$ cat config.mk
export PLATFORM = sky130hd
export DESIGN_NAME = agu2d_top
export DESIGN_NICKNAME = d
export VERILOG_FILES = /design/src/rtl/agu2d_pkg.sv /design/src/rtl/agu2d_cfg.sv /design/src/rtl/agu2d_seq.sv /design/src/rtl/agu2d_emit.sv /design/src/rtl/agu2d_top.sv
export SDC_FILE = /design/constraint.sdc
export NUM_CORES = 1
export LEC_CHECK = 0
export ABC_AREA = 1
export BUFFER_PORTS_ARGS = -buffer_cell sky130_fd_sc_hd__buf_2
export CAP_MARGIN = 15
export CORE_MARGIN = 4
export CORE_UTILIZATION = 45
export CTS_CLUSTER_SIZE = 28
export DETAILED_ROUTE_END_ITERATION = 6
export PLACE_DENSITY = 0.72
export SLEW_MARGIN = 25
export SYNTH_ARGS = -nofsm -noshare
export SYNTH_HDL_FRONTEND = slang
export SYNTH_HIERARCHICAL = 1
export SYNTH_SLANG_ARGS = --single-unit
$ cat constraint.sdc
create_clock -name clk -period 15.67 [get_ports clk]
set_clock_uncertainty 0.15 [all_clocks]
set_input_delay 1.567 -clock clk [delete_from_list [all_inputs] [get_ports clk]]
set_output_delay 1.567 -clock clk [all_outputs]
set_load 0.01 [all_outputs]
$ cat src/rtl/agu2d_pkg.sv
package agu2d_pkg;
  typedef enum logic [1:0] {
    TAG_MID = 2'd0,
    TAG_ROW = 2'd1,
    TAG_END = 2'd2
  } tag_e;

  typedef enum logic [1:0] {
    SEL_BASE   = 2'd0,
    SEL_STRIDE = 2'd1,
    SEL_LEN    = 2'd2,
    SEL_ROWS   = 2'd3
  } sel_e;

  function automatic tag_e tag_of(input logic row_end, input logic all_end);
    if (all_end)      tag_of = TAG_END;
    else if (row_end) tag_of = TAG_ROW;
    else              tag_of = TAG_MID;
  endfunction
endpackage

$ cat src/rtl/agu2d_cfg.sv
module agu2d_cfg #(
  parameter int ADDR_W = 16,
  parameter int CNT_W  = 8,
  parameter int DATA_W = 16
) (
  input  logic              clk,
  input  logic              rst_n,
  input  logic              wr_ok,
  input  logic [1:0]        sel,
  input  logic [DATA_W-1:0] wdata,
  output logic [ADDR_W-1:0] base_q,
  output logic [ADDR_W-1:0] stride_q,
  output logic [CNT_W-1:0]  len_q,
  output logic [CNT_W-1:0]  rows_q
);
  import agu2d_pkg::*;

  always_ff @(posedge clk) begin
    if (!rst_n) begin
      base_q   <= '0;
      stride_q <= '0;
      len_q    <= '0;
      rows_q   <= '0;
    end else if (wr_ok) begin
      unique case (sel_e'(sel))
        SEL_BASE:   base_q   <= wdata[ADDR_W-1:0];
        SEL_STRIDE: stride_q <= wdata[ADDR_W-1:0];
        SEL_LEN:    len_q    <= wdata[CNT_W-1:0];
        SEL_ROWS:   rows_q   <= wdata[CNT_W-1:0];
        default:    ;
      endcase
    end
  end
endmodule

$ cat src/rtl/agu2d_seq.sv
module agu2d_seq #(
  parameter int CNT_W = 8
) (
  input  logic             clk,
  input  logic             rst_n,
  input  logic             go,
  input  logic             fire,
  input  logic [CNT_W-1:0] len,
  input  logic [CNT_W-1:0] rows,
  output logic             busy_q,
  output logic [CNT_W-1:0] col_q,
  output logic [CNT_W-1:0] row_q,
  output logic             row_end,
  output logic             all_end
);
  localparam logic [CNT_W-1:0] ONE = CNT_W'(1);

  assign row_end = (col_q == len - ONE);
  assign all_end = row_end && (row_q == rows - ONE);

  always_ff @(posedge clk) begin
    if (!rst_n) begin
      busy_q <= 1'b0;
      col_q  <= '0;
      row_q  <= '0;
    end else if (go) begin
      busy_q <= 1'b1;
      col_q  <= '0;
      row_q  <= '0;
    end else if (fire) begin
      if (all_end) begin
        busy_q <= 1'b0;
      end else if (row_end) begin
        col_q <= '0;
        row_q <= row_q + ONE;
      end else begin
        col_q <= col_q + ONE;
      end
    end
  end
endmodule

$ cat src/rtl/agu2d_emit.sv
module agu2d_emit #(
  parameter int ADDR_W = 16,
  parameter int CNT_W  = 8
) (
  input  logic [ADDR_W-1:0] base,
  input  logic [ADDR_W-1:0] stride,
  input  logic [CNT_W-1:0]  col,
  input  logic [CNT_W-1:0]  row,
  input  logic              row_end,
  input  logic              all_end,
  output logic [ADDR_W-1:0] addr,
  output logic [1:0]        tag
);
  import agu2d_pkg::*;

  function automatic logic [ADDR_W-1:0] addr_of(
    input logic [ADDR_W-1:0] b, input logic [ADDR_W-1:0] s,
    input logic [CNT_W-1:0] r, input logic [CNT_W-1:0] c);
    addr_of = b + ADDR_W'(r) * s + ADDR_W'(c);
  endfunction

  always_comb begin
    addr = addr_of(base, stride, row, col);
    tag  = tag_of(row_end, all_end);
  end
endmodule

$ cat src/rtl/agu2d_top.sv
module agu2d_top #(
  parameter int ADDR_W = 16,
  parameter int CNT_W  = 8,
  parameter int DATA_W = 16
) (
  input  logic              clk,
  input  logic              rst_n,
  input  logic              cfg_we,
  input  logic [1:0]        cfg_sel,
  input  logic [DATA_W-1:0] cfg_wdata,
  input  logic              start,
  output logic [ADDR_W-1:0] addr_out,
  output logic [1:0]        addr_tag,
  output logic              addr_valid,
  input  logic              addr_ready,
  output logic              busy,
  output logic              irq
);
  logic [ADDR_W-1:0] base_q, stride_q;
  logic [CNT_W-1:0]  len_q, rows_q, col_q, row_q;
  logic              busy_q, row_end, all_end;
  logic              wr_ok, go, fire, irq_q;

  // named internal events
  assign wr_ok = cfg_we && !busy_q;
  assign go    = start && !busy_q && (len_q != '0) && (rows_q != '0);
  assign fire  = busy_q && addr_ready;

  agu2d_cfg #(.ADDR_W(ADDR_W), .CNT_W(CNT_W), .DATA_W(DATA_W)) u_cfg (
    .clk(clk), .rst_n(rst_n), .wr_ok(wr_ok), .sel(cfg_sel), .wdata(cfg_wdata),
    .base_q(base_q), .stride_q(stride_q), .len_q(len_q), .rows_q(rows_q));

  agu2d_seq #(.CNT_W(CNT_W)) u_seq (
    .clk(clk), .rst_n(rst_n), .go(go), .fire(fire), .len(len_q), .rows(rows_q),
    .busy_q(busy_q), .col_q(col_q), .row_q(row_q),
    .row_end(row_end), .all_end(all_end));

  agu2d_emit #(.ADDR_W(ADDR_W), .CNT_W(CNT_W)) u_emit (
    .base(base_q), .stride(stride_q), .col(col_q), .row(row_q),
    .row_end(row_end), .all_end(all_end), .addr(addr_out), .tag(addr_tag));

  always_ff @(posedge clk) begin
    if (!rst_n)                irq_q <= 1'b0;
    else if (fire && all_end)  irq_q <= 1'b1;
    else if (wr_ok)            irq_q <= 1'b0;
  end

  assign addr_valid = busy_q;
  assign busy       = busy_q;
  assign irq        = irq_q;
endmodule

==> flow_summary.toml, run 1 <==
[outcome]
status = "finished, final reports clean"

[pwr]
p_clk_share_pct = 42.1
switching_share_pct = 31.66
p_switching_w = 0.0001543
p_int_w = 0.0003330
leakagePower_nw = 4.943
p_per_area_nw_per_um2 = 59.55
p_seq_share_pct = 38.8
p_comb_share_pct = 19.1
power_w = 0.0004873
ir_drop_v = 0.00007441

[global_route]
grt_pass1_vias = 6405
gr-max-usage-layer = "met2"
grtUsageMet1_pct = 26.62
grt_util_met3_pct = 3.251
gr-usage-all-layers_pct = 19.72
antenna_found_initial = 0
grt_max_degree = 51
grt_first_pass_wirelength_mm = 30.13
use_met2_pct = 33.13
overflow = 0

[synthesis]
syn_avg_cell_area_sq_um = 6.545
yosys.area_share.simple_pct = 31.36
synth-edff-count = 0
syn_nets = 1297
synth_area_leader_cell = "fa_1"
netlist_instances = 1154
synth_area_leaders = "fa_1 21%, dfxtp_1 17%, nand2_1 17%"
synth_compound_area_share_pct = 4.241
synth_xor_area_share_pct = 3.677
async_reset_ff_share_pct = 0
yosys_warnings = 6
syn-cell-area_sq_um = 7553
synth_top_area_share_pct = 20.94
seq_area_frac_synth_pct = 17.49
synthFlopType = "dfxtp_1"
synthAdderAreaFrac_pct = 27.73
synth.area.mux_share_pct = 0
postSynthRegisterBits = 66
yosysUniqueCellTypes = 35
yosysMostFrequentCell = "nand2_1"
netlist_top_cells_count = "339 x nand2_1, 256 x inv_1, 141 x nor2_1, 79 x fa_1, 66 x dfxtp_1"
synth_top_family_by_area = "simple AND/OR/NAND/NOR gates"

[floorplanning]
initial_core_util_pct = 45.71
core_sq_um = 16520
floorplan.rows = 47
die-height_um = 137.6
die_x_um = 137.6
io_pins = 44
fp.dieArea_sq_um = 18920

[critical_path]
setup.worst_path.end_class = "output port"
crit_top_cell = "inv_1"
worstPathMaxFanout = 19
cp_slowest_cell = "dfxtp_1"
cpPeakStageDelay_ps = 780
critPathCapture = "addr_out[15]"
worstReg2RegEnd = "u_seq/row_q[4]"
worstSetupStartpoint = "u_seq/row_q[1]"
rr_worst_depth = 12
crit_required_ps = 13950
worstPathArrival_ps = 5390
crit_chain = "nand2_1 > fa_1 > inv_1 > fa_1 > inv_1 > fa_1 > inv_1 > fa_1 > inv_1 > fa_1 > inv_1 > ha_1 > nand2_1 > nand2_1 > a21oi_2 > or2_1 > nand3_2 > inv_1 > nand3_1 > nand2_1 > buf_2"
rrSetupSlack_ps = 13090
start_kind = "flip-flop"
path_class = "flip-flop to output port"
worstReg2RegStart = "u_cfg/len_q[0]"

[route]
drt-wirelength-per-cell_um = 12.52
ant_nets = 0
finalWirelength_mm = 17.46
drc = 0
dr_total_vias = 6697
first_iter_violations = 451
via_per_inst = 4.801
drt_pass1_iterations = 5

[cells_and_area]
diodes = 0
drive_gt1_share_pct = 7.404
area_growth_pct = 8.332
filler_cell_count = 1642
nets = 1313

[timing]
report.final.slew_viol_count = 0
fin_crit_ps = 7102
tightestPinTransition_ps = 908.2
max_freq_ghz = 0.1408
post-route-period-util_pct = 45.32
holdWs_ps = 325.4
grt_setup_unrepaired = "false"
slew_headroom_pct = 39.45
setup_tns_ps = 0
hold_viol = 0
final-setup-viol-count = 0

[place]
hpwl_mm = 13.64
routabilityCongestion = 0.8960
numPortBuffers = 43

[clock_network]
clock_sinks = 66
tritoncts = "done"
max-clock-path-buffers = 2
cts_setup_buffers = 0
path_clk_slew_ps = 60
clk_latency_ps = 340
hold_buffers = 0
cts_root_buffer = "clkbuf_16"
htreeDepth = 3
cts_buffers = 9
cts-resized-gates = 0

[min_path]
hp-class = "flip-flop to flip-flop"

[run]
maxCapViolations = 0
-- worst min-delay path by stage --
stage / slack, ps / cells past startpoint / endpoint / start
floorplan: 300 / 2 / u_cfg/base_q[10] / u_cfg/base_q[10]
global placement: 310 / 2 / irq / irq
detailed placement: 320 / 2 / irq / irq
CTS: 320 / 2 / irq / irq
global route: 370 / 2 / u_cfg/base_q[10] / u_cfg/base_q[10]
finish: 330 / 2 / irq / irq
-- layout by cell type, fill, tap and decap left out, types with 2 or more instances in the layout --
cell	count
a21o_1	4
a21oi_1	39
a21oi_2	2
a31oi_1	2
buf_2	43
buf_4	3
clkbuf_16	9
clkinv_1	2
clkinvlp_4	4
dfxtp_1	66
fa_1	79
ha_1	41
inv_1	256
inv_2	3
inv_6	2
nand2_1	339
nand2_2	7
nand2_4	2
nand3_1	61
nand3_2	4
nand3b_1	3
nand4_1	10
nor2_1	139
nor2_2	3
nor3_1	6
o21ai_0	8
o21ai_1	2
xnor2_1	9
xor2_1	19
-- kinds of logic (layout without fill, tap and decap cells) --
family,Yosys count,count (layout)
flip-flops,66,66
buffers and inverters,302,323
AND/OR/NAND/NOR,577,577
AO/OA/AOI/OAI,59,59
XOR/XNOR,30,30
adder cells (fa/ha/maj),120,120
-- final cells by class --
class                   count  area (sq um)  area share [%]
clock buffers               9         225.2           2.752
inverters                 261         979.7           11.97
multi-input cells         786          5066           61.91
repair buffers             46         237.7           2.905
flip-flops and latches     66          1321           16.15
clock inverters             7         77.57          0.9480
well taps                 220         275.3           3.364
-- power by group through the flow --
stage / clock, W / sequential (W) / combinational (W)
after floorplan: 0 / 0.000185 / 0.0000745
after global placement: 0 / 0.000192 / 0.0000908
after detailed placement: 0 / 0.000192 / 0.0000927
after CTS: 0.000209 / 0.000189 / 0.0000934
after global routing: 0.000216 / 0.000190 / 0.000109
final: 0.000205 / 0.000189 / 0.0000931
-- layer usage --
layer  part of all wire (%)  wire, um
met1                     47      8123
met4                    1.5       257
met5                      0         0
met2                     47      8273
met3                    4.6       806
-- critical path, delay by kind of cell (launching register included) --
family	cells	cell delay, ps
flip-flops	1	780
AO/OA/AOI/OAI	1	170
adder cells (fa/ha/maj)	6	2880
AND/OR/NAND/NOR	7	750
buffers and inverters	7	460
-- flip-flops by register name, summed over array words and instances, names as in the netlist --
signal	cells
u_cfg/base_q	16
u_cfg/stride_q	16
u_cfg/len_q	8
u_cfg/rows_q	8
u_seq/col_q	8
u_seq/row_q	8
irq	1
u_seq/busy_q	1
-- per-stage QoR --
stage / cell area (sq um) / setup slack [ps] / util (%) / std cells
2_1_floorplan: 7553 / 9245 / - / 1154
3_3_place_gp: 7880 / 9047 / 47.69 / 1379
3_5_place_dp: 7880 / 8869 / 47.69 / 1379
4_1_cts: 8183 / 8506 / 49.52 / 1395
5_1_grt: 8183 / 8109 / 49.52 / 1395
6_report: 8183 / 8568 / 49.52 / 1395
Note: power is estimated with default switching activity, not from simulation.
==> run 2, diff against run 1 <==
--- a/config.mk
+++ b/config.mk
@@ -5,14 +5,14 @@
 export SDC_FILE = /design/constraint.sdc
 export NUM_CORES = 1
 export LEC_CHECK = 0
-export ABC_AREA = 1
+export ABC_AREA = 0
 export BUFFER_PORTS_ARGS = -buffer_cell sky130_fd_sc_hd__buf_2
 export CAP_MARGIN = 15
 export CORE_MARGIN = 4
 export CORE_UTILIZATION = 45
 export CTS_CLUSTER_SIZE = 28
 export DETAILED_ROUTE_END_ITERATION = 6
-export PLACE_DENSITY = 0.72
+export PLACE_DENSITY = 0.75
 export SLEW_MARGIN = 25
 export SYNTH_ARGS = -nofsm -noshare
 export SYNTH_HDL_FRONTEND = slang
==> constraint.sdc (replaced) <==
create_clock -name clk -period 6.4 [get_ports clk]
set_clock_uncertainty 0.15 [all_clocks]
set_input_delay 0.64 -clock clk [delete_from_list [all_inputs] [get_ports clk]]
set_output_delay 0.64 -clock clk [all_outputs]
set_load 0.01 [all_outputs]
==> run 2 against run 1 <==
Against the previous run: register-to-register slack worse by 10000 ps; global-route usage is 0.62 points lower; sequential share of layout area grew 1.6 points; first-iteration DRC count fell by 31%; highest routed layer unchanged; final area is 9.0% lower; power grew 120%; area after synthesis down 10%; cell count is 30% lower; worst hold slack lost 19 ps.
==> flow_summary.toml, run 2 <==
[outcome]
status = "finished, final reports clean"

[pwr]
p_switching_w = 0.0002681
leakagePower_nw = 3.771
power_w = 0.001065
p_int_w = 0.0007964
p_comb_share_pct = 12.1
p_clk_share_pct = 46.4
switching_share_pct = 25.19
p_per_area_nw_per_um2 = 142.9
p_seq_share_pct = 41.5
ir_drop_v = 0.0001427

[floorplanning]
die-height_um = 130.6
die_x_um = 130.6
core_sq_um = 14640
io_pins = 44
initial_core_util_pct = 46.21
floorplan.rows = 44
fp.dieArea_sq_um = 17060

[timing]
fin_crit_ps = 6091
report.final.slew_viol_count = 0
hold_viol = 0
setup_tns_ps = 0
final-setup-viol-count = 0
grt_setup_unrepaired = "false"
post-route-period-util_pct = 95.18
max_freq_ghz = 0.1642
slew_headroom_pct = 45.39
tightestPinTransition_ps = 814.3

[clock_network]
max-clock-path-buffers = 2
hold_buffers = 0
path_clk_slew_ps = 50
cts_buffers = 9
clk_latency_ps = 330
tritoncts = "done"
clock_sinks = 66
htreeDepth = 3
cts_root_buffer = "clkbuf_16"

[critical_path]
cpPeakStageDelay_ps = 530
rr_worst_depth = 9
worstReg2RegStart = "u_cfg/rows_q[0]"
worstPathArrival_ps = 5300
start_kind = "flip-flop"
cp_slowest_cell = "fa_1"
worstReg2RegEnd = "u_seq/col_q[6]"
crit_top_cell = "fa_1"
path_class = "flip-flop to output port"
crit_required_ps = 5610
crit_chain = "nand2_1 > fa_1 > inv_1 > fa_1 > ha_1 > fa_1 > inv_1 > fa_1 > inv_1 > ha_1 > and2_1 > a311o_1 > o22ai_2 > o31ai_2 > o41ai_2 > xnor2_1 > buf_2"
worstPathMaxFanout = 9
critPathTopFamily = "adder cells"
rrSetupSlack_ps = 2780
cp_num_buf_inv = 4
setup.worst_path.end_class = "output port"

[synthesis]
synth_area_leader_cell = "fa_1"
synthFlopType = "dfxtp_1"
syn-cell-area_sq_um = 6766
synth-edff-count = 0
yosysMostFrequentCell = "nand2_1"
seq_area_frac_synth_pct = 19.53
synth_top_area_share_pct = 23.37
syn_avg_cell_area_sq_um = 9.070
yosys_warnings = 6
netlist_top_cells_count = "135 x nand2_1, 85 x inv_1, 79 x fa_1, 66 x dfxtp_1, 60 x and2_1"
async_reset_ff_share_pct = 0
netlist_instances = 746
postSynthRegisterBits = 66
synth_area_leaders = "fa_1 23%, dfxtp_1 20%, mux2i_1 8.0%"
syn_nets = 889
yosysUniqueCellTypes = 64

[place]
numPortBuffers = 43
hpwl_mm = 11.69
routabilityCongestion = 0.8085
placed_area_sq_um = 7147
post-place-cells = 959

[min_path]
hp-class = "flip-flop to flip-flop"
hold_start = "u_cfg/base_q[14]"
whs_endpoint = "u_cfg/base_q[14]"
hold_depth = 2

[route]
dr_total_vias = 5154
first_iter_violations = 313
finalWirelength_mm = 14.90
route.met3.wl_um = 616
ant_nets = 0
routed-wl-met2_mm = 7.320
via_per_inst = 5.297
routed.top_layer = "met4"
drt_pass1_iterations = 5
drt-wirelength-per-cell_um = 15.31
drc = 0
drt-met1-wl_mm = 6.676

[cells_and_area]
diodes = 0
multi_input_area_sq_um = 4942
drive_gt1_share_pct = 11.41
seqCellArea_sq_um = 1323
nets = 929
final_cell_mix = "135 x nand2_1, 85 x inv_1, 79 x fa_1, 65 x dfxtp_1, 60 x and2_1"
fin_area_sq_um = 7447
layout_commonest_cell = "nand2_1"
largestRegisters = "u_cfg/base_q x16, u_cfg/stride_q x16"
area_growth_pct = 10.06
instances_no_fill = 973
filler_cell_count = 1357

[global_route]
gr-usage-all-layers_pct = 19.09
grt_pass1_vias = 5388
grt_max_degree = 69
antenna_found_initial = 0
grt_first_pass_wirelength_mm = 26.09
overflow = 0

[run]
maxCapViolations = 0
-- run 2: power by group through the flow --
stage / Sequential [W] / Combinational (W) / Clock [W]
detailed placement: 0.000450 / 0.000127 / 0
global placement: 0.000450 / 0.000124 / 0
finish: 0.000442 / 0.000128 / 0.000494
CTS: 0.000442 / 0.000129 / 0.000504
floorplan: 0.000444 / 0.0000973 / 0
global route: 0.000444 / 0.000145 / 0.000516
-- run 2: logic make-up (layout without fill, tap and decap cells) --
| group | Yosys count | after routing | synth area share, % |
|---|---|---|---|
| buf+inv | 115 | 158 | 7.507 |
| xor+xnor | 48 | 48 | 6.213 |
| fa+ha+maj | 120 | 120 | 30.95 |
| flops | 66 | 66 | 19.53 |
| compound gates | 62 | 62 | 6.491 |
| simple gates | 276 | 276 | 20.49 |
| mux | 59 | 59 | 8.820 |
-- run 2: worst reg2reg max path, delay by kind of cell (launching register included) --
family,cells,cell delay [ps]
adder cells (fa/ha/maj),1,320
AND/OR/NAND/NOR,4,1200
buffers and inverters,1,90
multiplexers,1,350
AO/OA/AOI/OAI,2,920
flip-flops,1,470
-- run 2: area by class of cell --
type,count,share of cell area (%)
Multi-Input combinational cell,565,66.36
Sequential cell,66,17.76
Timing Repair Buffer,58,4.503
Inverter,86,4.335
Clock buffer,12,3.444
Tap cell,184,3.091
Clock inverter,2,0.5040
-- run 2: routing by layer --
layer,GRT usage [%],vias to the layer above
met5,0,-
met2,32.75,117
met4,6.050,0
li1,-,2488
met1,25.03,2527
met3,2.602,22
-- run 2: metrics by stage --
step / hold WS [ps] / setup WS [ps] / utilization, %
floorplan: 284.7 / 675.9 / -
global placement: 294.9 / 491.8 / 48.70
detailed placement: 299.4 / 466.9 / 48.80
CTS: 307.7 / 89.75 / 50.81
global route: 332.4 / 56.82 / 50.85
finish: 306.4 / 308.8 / 50.85
-- run 2: worst max-delay path by stage --
| stage | end | depth (start not counted) | slack, ps | start |
|---|---|---|---|---|
| after CTS | addr_out[15] | 19 | 90 | u_seq/row_q[1] |
| final | addr_out[14] | 17 | 310 | u_cfg/stride_q[4] |
| after global placement | addr_out[15] | 19 | 490 | u_seq/row_q[1] |
| after floorplan | addr_out[15] | 19 | 680 | u_seq/row_q[1] |
| after global routing | addr_out[14] | 17 | 60 | u_cfg/stride_q[4] |
| after detailed placement | addr_out[15] | 19 | 470 | u_seq/row_q[1] |
-- run 2: repair_timing --
item                                   CTS  global route
resized for setup                        0             3
setup endpoints to repair                0             4
endpoints found under the hold margin    0             0
buffers inserted                         0             0
